`src/rtl/delay_link_pkg.sv`:
```
package delay_link_pkg;

  typedef enum logic [1:0] {
    FOP_IDLE = 2'b00,
    FOP_PUSH = 2'b01,
    FOP_POP  = 2'b10,
    FOP_BOTH = 2'b11
  } fifo_op_e;

  function automatic fifo_op_e fifo_op(input logic push, input logic pop);
    return fifo_op_e'({pop, push});
  endfunction

endpackage

```
`src/rtl/link_admit.sv`:
```
module link_admit (
  input  logic clk_i,
  input  logic rst_ni,
  input  logic send_i,
  input  logic arrive_i,
  input  logic empty_i,
  input  logic full_i,
  output logic push_o,
  output logic pop_o,
  output logic overflow_o
);

  logic ovf_q;

  // arrival only counts when something is in transit
  assign pop_o  = arrive_i && !empty_i;
  // a pop in the same cycle frees the slot for a push into a full queue
  assign push_o = send_i && (!full_i || pop_o);

  always_ff @(posedge clk_i or negedge rst_ni) begin
    if (!rst_ni)                         ovf_q <= 1'b0;
    else if (send_i && full_i && !pop_o) ovf_q <= 1'b1;
  end

  assign overflow_o = ovf_q;


  drop_sets_ovf_chk: assert property (@(posedge clk_i) disable iff (!rst_ni)
    (send_i && full_i && !arrive_i) |=> overflow_o);


  ovf_sticky_chk: assert property (@(posedge clk_i) disable iff (!rst_ni)
    overflow_o |=> overflow_o);

endmodule

```
`src/rtl/link_fifo.sv`:
```
module link_fifo
  import delay_link_pkg::*;
#(
  parameter int DATA_W = 8,
  parameter int DEPTH  = 4,
  localparam int PTR_W = (DEPTH > 1) ? $clog2(DEPTH) : 1,
  localparam int CNT_W = $clog2(DEPTH + 1)
) (
  input  logic              clk_i,
  input  logic              rst_ni,
  input  logic              push_i,
  input  logic              pop_i,
  input  logic [DATA_W-1:0] push_data_i,
  output logic [DATA_W-1:0] head_o,
  output logic              empty_o,
  output logic              full_o,
  output logic [CNT_W-1:0]  count_o
);

  localparam logic [PTR_W-1:0] LAST_PTR = PTR_W'(DEPTH - 1);
  localparam logic [CNT_W-1:0] FULL_CNT = CNT_W'(DEPTH);

  logic [DATA_W-1:0] slot_q [DEPTH];
  logic [PTR_W-1:0]  wr_ptr_q, rd_ptr_q;
  logic [CNT_W-1:0]  count_q;
  fifo_op_e          op;

  assign op = fifo_op(push_i, pop_i);

  for (genvar i = 0; i < DEPTH; i++) begin : g_slot
    always_ff @(posedge clk_i or negedge rst_ni) begin
      if (!rst_ni)                                      slot_q[i] <= '0;
      else if (push_i && (wr_ptr_q == PTR_W'(i)))       slot_q[i] <= push_data_i;
    end
  end

  always_ff @(posedge clk_i or negedge rst_ni) begin
    if (!rst_ni) begin
      wr_ptr_q <= '0;
      rd_ptr_q <= '0;
      count_q  <= '0;
    end else begin
      if (push_i) wr_ptr_q <= (wr_ptr_q == LAST_PTR) ? '0 : wr_ptr_q + 1'b1;
      if (pop_i)  rd_ptr_q <= (rd_ptr_q == LAST_PTR) ? '0 : rd_ptr_q + 1'b1;
      case (op)
        FOP_PUSH: count_q <= count_q + 1'b1;
        FOP_POP:  count_q <= count_q - 1'b1;
        default:  count_q <= count_q;
      endcase
    end
  end

  assign head_o  = slot_q[rd_ptr_q];
  assign empty_o = (count_q == '0);
  assign full_o  = (count_q == FULL_CNT);
  assign count_o = count_q;


  count_bound_chk: assert property (@(posedge clk_i) disable iff (!rst_ni)
    count_q <= FULL_CNT);


  both_keeps_count_chk: assert property (@(posedge clk_i) disable iff (!rst_ni)
    (push_i && pop_i) |=> $stable(count_q));


  idle_empty_chk: assert property (@(posedge clk_i) disable iff (!rst_ni)
    (empty_o && !push_i) |=> empty_o);

endmodule

```
`src/rtl/link_hold.sv`:
```
module link_hold #(
  parameter int                DATA_W       = 8,
  parameter logic [DATA_W-1:0] DEFAULT_DATA = '0
) (
  input  logic              clk_i,
  input  logic              rst_ni,
  input  logic              load_i,
  input  logic [DATA_W-1:0] data_i,
  output logic [DATA_W-1:0] data_o,
  output logic              tag_o
);

  logic [DATA_W-1:0] data_q;
  logic              tag_q;

  always_ff @(posedge clk_i or negedge rst_ni) begin
    if (!rst_ni) begin
      data_q <= DEFAULT_DATA;
      tag_q  <= 1'b0;
    end else if (load_i) begin
      data_q <= data_i;
      tag_q  <= !tag_q;
    end
  end

  assign data_o = data_q;
  assign tag_o  = tag_q;


  tag_flip_chk: assert property (@(posedge clk_i) disable iff (!rst_ni)
    load_i |=> (tag_o != $past(tag_o)));


  hold_stable_chk: assert property (@(posedge clk_i) disable iff (!rst_ni)
    !load_i |=> ($stable(tag_o) && $stable(data_o)));

endmodule

```
`src/rtl/delay_link.sv`:
```
module delay_link #(
  parameter int                DATA_W       = 8,
  parameter int                DEPTH        = 4,
  parameter logic [DATA_W-1:0] DEFAULT_DATA = '0,
  localparam int               CNT_W        = $clog2(DEPTH + 1)
) (
  input  logic              clk_i,
  input  logic              rst_ni,
  input  logic              send_i,
  input  logic [DATA_W-1:0] send_data_i,
  input  logic              arrive_i,
  output logic [DATA_W-1:0] held_data_o,
  output logic              held_tag_o,
  output logic [CNT_W-1:0]  occupancy_o,
  output logic              overflow_o
);

  logic              push, pop, empty, full;
  logic [DATA_W-1:0] head;

  link_admit u_admit (
    .clk_i      (clk_i),
    .rst_ni     (rst_ni),
    .send_i     (send_i),
    .arrive_i   (arrive_i),
    .empty_i    (empty),
    .full_i     (full),
    .push_o     (push),
    .pop_o      (pop),
    .overflow_o (overflow_o)
  );

  link_fifo #(.DATA_W(DATA_W), .DEPTH(DEPTH)) u_fifo (
    .clk_i       (clk_i),
    .rst_ni      (rst_ni),
    .push_i      (push),
    .pop_i       (pop),
    .push_data_i (send_data_i),
    .head_o      (head),
    .empty_o     (empty),
    .full_o      (full),
    .count_o     (occupancy_o)
  );

  link_hold #(.DATA_W(DATA_W), .DEFAULT_DATA(DEFAULT_DATA)) u_hold (
    .clk_i  (clk_i),
    .rst_ni (rst_ni),
    .load_i (pop),
    .data_i (head),
    .data_o (held_data_o),
    .tag_o  (held_tag_o)
  );


  empty_arrival_ignored_chk: assert property (@(posedge clk_i) disable iff (!rst_ni)
    (arrive_i && occupancy_o == '0) |=> ($stable(held_tag_o) && $stable(held_data_o)));


  deliver_head_chk: assert property (@(posedge clk_i) disable iff (!rst_ni)
    (arrive_i && occupancy_o != '0) |=> (held_data_o == $past(head)));

endmodule

```
`config.mk`:
```
export PLATFORM = sky130hd
export DESIGN_NAME = delay_link
export DESIGN_NICKNAME = d
export VERILOG_FILES = /design/src/rtl/delay_link_pkg.sv /design/src/rtl/link_admit.sv /design/src/rtl/link_fifo.sv /design/src/rtl/link_hold.sv /design/src/rtl/delay_link.sv
export SDC_FILE = /design/constraint.sdc
export NUM_CORES = 1
export LEC_CHECK = 0
export BUFFER_PORTS_ARGS = -buffer_cell sky130_fd_sc_hd__buf_2
export CAP_MARGIN = 20
export CORE_MARGIN = 2
export CORE_UTILIZATION = 50
export DETAILED_ROUTE_END_ITERATION = 6
export MAX_ROUTING_LAYER = met4
export PLACE_DENSITY = 0.78
export RECOVER_POWER = 50
export SYNTH_ARGS = -nofsm -noshare
export SYNTH_HDL_FRONTEND = slang
export SYNTH_SLANG_ARGS = --single-unit
```
`constraint.sdc`:
```
create_clock -name clk_i -period 6.5 [get_ports clk_i]
set_input_delay 0.325 -clock clk_i [delete_from_list [all_inputs] [get_ports clk_i]]
set_output_delay 0.325 -clock clk_i [all_outputs]
set_load 0.01 [all_outputs]
```
==> impl_metrics.prom <==
# TYPE chip_impl_metric gauge
chip_impl_metric{name="post-layout-total-power",unit="W"} 0.00130
chip_impl_info{name="hold_class",value="in -> async"} 1
chip_impl_metric{name="placement.cell_area",unit="um^2"} 2460
chip_impl_metric{name="area_taken_by_multi_input_logic_gates",unit="um^2"} 1020
chip_impl_metric{name="fp.coreArea",unit="um^2"} 4380
chip_impl_info{name="status",value="finished clean"} 1
chip_impl_info{name="cts-root-buf",value="clkbuf_8"} 1
chip_impl_metric{name="yosysUniqueCellTypes",unit=""} 21
chip_impl_metric{name="timing.reg2reg.worst_path_depth",unit=""} 8
chip_impl_metric{name="track_usage",unit="%"} 17.3
chip_impl_metric{name="cts.path.max_buffers",unit=""} 2
chip_impl_metric{name="critical_path_peak_fanout",unit=""} 6
chip_impl_metric{name="cts_repair_resize_count",unit=""} 0
chip_impl_info{name="cell_by_cell_listing_of_the_critical_path",value="or4b_4 -> nand2_2 -> ha_1 -> inv_1 -> fa_1 -> xor2_1 -> nor2_1 -> xor2_1"} 1
chip_impl_metric{name="area.growth.synth_to_final",unit="%"} 10.7
chip_impl_metric{name="initial_antenna_violation_count",unit=""} 0
chip_impl_metric{name="warning_count_from_the_yosys_run",unit=""} 0
chip_impl_info{name="critPathKind",value="reg -> reg"} 1
chip_impl_metric{name="fin_nets",unit=""} 183
chip_impl_metric{name="skew",unit="ns"} 0.00851
chip_impl_metric{name="comb_power_share",unit="%"} 41.5
chip_impl_metric{name="cts_inserted_buffers",unit=""} 5
chip_impl_metric{name="ir_drop",unit="mV"} 0.201
chip_impl_metric{name="setup_viol",unit=""} 0
chip_impl_metric{name="synthCells",unit=""} 136
chip_impl_metric{name="drtIter0Drc",unit=""} 15
chip_impl_info{name="critical_path.endpoint_type",value="flop"} 1
chip_impl_metric{name="io_pins",unit=""} 25
chip_impl_metric{name="hold_ws",unit="ns"} 0.260
chip_impl_metric{name="max_clk_rate",unit="MHz"} 427
chip_impl_metric{name="worst-endpoint-arrival",unit="ns"} 2.57
chip_impl_metric{name="gp_congestion",unit=""} 0.796
chip_impl_info{name="top_area_cells_in_the_synthesized_netlist",value="dfrtp_1 53%, mux2_4 16%, mux2_2 9.3%"} 1
chip_impl_metric{name="powerDensity",unit="nW/um^2"} 508
chip_impl_metric{name="grt_first_pass_wirelength",unit="um"} 6530
chip_impl_metric{name="ys_seq_area_share",unit="%"} 53.3
chip_impl_metric{name="internal-power",unit="W"} 0.000884
chip_impl_metric{name="cts.sinks",unit=""} 49
chip_impl_metric{name="postSynthAreaPerCell",unit="um^2"} 16.9
chip_impl_metric{name="fp-row-count",unit=""} 24
chip_impl_info{name="synth.largest_area_cell",value="dfrtp_1"} 1
chip_impl_metric{name="antenna_cells",unit=""} 0
chip_impl_metric{name="part_of_the_cycle_the_worst_path_needs",unit="%"} 36.0
chip_impl_metric{name="grt_pass1_vias",unit=""} 1317
chip_impl_metric{name="die_width",unit="um"} 71.9
chip_impl_metric{name="clockPowerShare",unit="%"} 13.3
chip_impl_metric{name="ys_ff_latch",unit=""} 49
chip_impl_metric{name="synth_top_area_share",unit="%"} 53.3
chip_impl_metric{name="worst_path_depth",unit=""} 8
chip_impl_metric{name="grt.overflow.total",unit=""} 0
chip_impl_metric{name="ant_nets",unit=""} 0
chip_impl_info{name="tritoncts",value="yes"} 1
chip_impl_metric{name="syn-cell-area",unit="um^2"} 2300
chip_impl_metric{name="starting_utilization_of_the_core_area",unit="%"} 52.5
chip_impl_metric{name="number_of_enable_type_register_cells_in_the_synthesized_netlist",unit=""} 0
chip_impl_metric{name="maximum_level_of_the_cts_h_tree",unit=""} 2
chip_impl_metric{name="cts-hold-fix-buffers",unit=""} 0
chip_impl_info{name="worstSetupStartpointType",value="flop"} 1
chip_impl_metric{name="ys_async_sr_fraction",unit="%"} 100
chip_impl_metric{name="nFillCells",unit=""} 336
chip_impl_metric{name="pre_cts_ws",unit="ns"} 3.94
chip_impl_metric{name="final.setup.tns",unit="ns"} 0
chip_impl_metric{name="dpl.hpwl",unit="um"} 2700
chip_impl_metric{name="detailedRoute.firstPassIterationCount",unit=""} 4
chip_impl_info{name="timing.critical_path.mode_cell",value="xor2_1"} 1
chip_impl_metric{name="cts.clk_slew.worst_paths",unit="ns"} 0.09
chip_impl_metric{name="place.port_buffers",unit=""} 24
chip_impl_metric{name="remaining_drc_errors",unit=""} 0
chip_impl_metric{name="timing.critical_path.required",unit="ns"} 6.72
chip_impl_metric{name="power.switching_fraction",unit="%"} 31.7
chip_impl_metric{name="dieArea",unit="um^2"} 5160
chip_impl_metric{name="drive_above_1_share",unit="%"} 50.3
chip_impl_metric{name="maxSlewViolCount",unit=""} 0
chip_impl_metric{name="final_cell_area",unit="um^2"} 2550
chip_impl_metric{name="pin_count_of_the_biggest_net_entering_global_routing",unit=""} 50
chip_impl_info{name="synth_flop_cell",value="dfrtp_1"} 1
chip_impl_metric{name="die_height",unit="um"} 71.9
chip_impl_metric{name="switchingPower",unit="W"} 0.000411
chip_impl_metric{name="vias",unit=""} 1176
chip_impl_metric{name="post_layout_minimum_cycle_time",unit="ns"} 2.34
chip_impl_metric{name="final-seq-area",unit="um^2"} 1230
chip_impl_info{name="critical_path.top_delay_family",value="simple AND/OR/NAND/NOR gates"} 1
chip_impl_metric{name="crit_path_largest_cell_delay",unit="ns"} 0.64
chip_impl_info{name="setup_repair_after_global_routing_missed_its_margin",value="false"} 1
chip_impl_metric{name="postLayoutSetupSlackWorst",unit="ns"} 4.16
chip_impl_metric{name="wire_per_inst",unit="um"} 17.7
chip_impl_metric{name="sequentialPowerShare",unit="%"} 45.1
chip_impl_metric{name="cts_post_setup_buffers_inserted",unit=""} 0
chip_impl_metric{name="hold_viol_final",unit=""} 0
chip_impl_info{name="critical-path-slowest-cell",value="or4b_4"} 1
chip_impl_metric{name="maxCapViolCount",unit=""} 0
chip_impl_metric{name="postSynthNetCount",unit=""} 155
chip_impl_metric{name="wl",unit="um"} 3840
chip_impl_metric{name="cp_num_buf_inv",unit=""} 1
chip_impl_metric{name="p_leak",unit="nW"} 1.20
chip_impl_metric{name="vias_per_cell",unit=""} 5.42
chip_impl_metric{name="clock_insertion_delay_worst_skew",unit="ns"} 0.30
chip_impl_metric{name="worst_pin_slew",unit="ns"} 1.30
chip_impl_metric{name="max_slew_margin",unit="%"} 13.2
-- final timing paths --
kind / startpoint / to / slack [ns]
max in group asynchronous: rst_ni / u_fifo.slot_q[10] / 4.45
hold reg to reg: u_hold.tag_o / u_hold.tag_o / 0.48
hold / removal: rst_ni / u_hold.data_o[1] / 0.26
setup / recovery: u_fifo.count_o[0] / u_fifo.count_o[2] / 4.16
setup reg to reg: u_fifo.count_o[0] / u_fifo.count_o[2] / 4.16
min in group clk_i: send_data_i[0] / u_fifo.slot_q[16] / 0.29
-- worst reg2reg max path, stage by stage (launching register included) --
cell	delay [ns]
dfrtp_1	0.44
or4b_4	0.64
nand2_2	0.15
ha_1	0.19
inv_1	0.06
fa_1	0.37
xor2_1	0.15
nor2_1	0.12
xor2_1	0.15
-- cells in the mapped netlist (2+ instances only) --
cell type	count
buf_2	3
ha_1	6
xor2_1	2
inv_1	7
mux2_2	19
nand3_4	4
mux4_2	8
dfrtp_1	49
xnor2_1	2
nor2_1	2
mux2_4	24
-- metrics by stage --
stage	cells	util [%]
2_1_floorplan	136	-
3_3_place_gp	207	56.2
3_5_place_dp	207	56.2
4_1_cts	215	58.0
5_1_grt	217	58.1
6_report	217	58.1
-- area by class of cell --
cell class | count | area share, %
flip-flops and latches | 49 | 48.1
well taps | 52 | 2.55
inverters | 7 | 1.03
repair buffers | 26 | 4.81
clock buffers | 6 | 2.85
multi-input cells | 75 | 40.2
clock inverters | 2 | 0.393
-- state kept, by name, summed over array words and instances, names as in the netlist --
register and count:
u_hold.data_o 8, u_fifo.wr_ptr_q 2, u_admit.overflow_o 1, u_fifo.count_o 3
u_fifo.slot_q 32, u_fifo.rd_ptr_q 2, u_hold.tag_o 1
-- kinds of logic (layout without fill, tap and decap cells) --
logic type / count (synthesis) / in the layout / synth area share (%)
buffers and inverters: 12 / 41 / 2.45
and+or+nand+nor: 9 / 9 / 4.46
adders and majority gates: 7 / 7 / 4.13
muxes: 52 / 52 / 33.2
xor gates and xnor gates: 4 / 4 / 1.52
AOI/OAI and AO/OA: 3 / 3 / 0.979
DFF: 49 / 49 / 53.3
-- per-layer routing --
metal	vias up	track usage, %	wire, um	share of wire (%)
li1	541	-	-	-
met4	0	5.66	54	1.4
met1	608	20.8	1690	44
met3	6	4.22	130	3.4
met2	21	28.7	1970	51
met5	-	-	0	0
-- power by group through the flow --
stage	Combinational [W]	Clock, W	Sequential [W]
2_1_floorplan	0.000442	0	0.000556
3_3_place_gp	0.000524	0	0.000577
3_5_place_dp	0.000548	0	0.000591
4_1_cts	0.000552	0.000175	0.000585
5_1_grt	0.000583	0.000190	0.000607
6_report	0.000538	0.000173	0.000585
-- cells in the final DEF, fill, tap and decap left out, drive strengths merged --
master | netlist | routed
or4b | 1 | 1
mux2 | 43 | 43
ha | 6 | 6
buf | 5 | 18
a21o | 1 | 1
mux4 | 8 | 8
xnor2 | 2 | 2
mux2i | 1 | 1
o31ai | 1 | 1
clkbuf | 0 | 14
xor2 | 2 | 2
nor3 | 1 | 1
fa | 1 | 1
nor2 | 2 | 2
clkinv | 0 | 2
dfrtp | 49 | 49
o21bai | 1 | 1
inv | 7 | 7
nand2 | 1 | 1
nand3 | 4 | 4
Power figures use the tool's default switching activity.
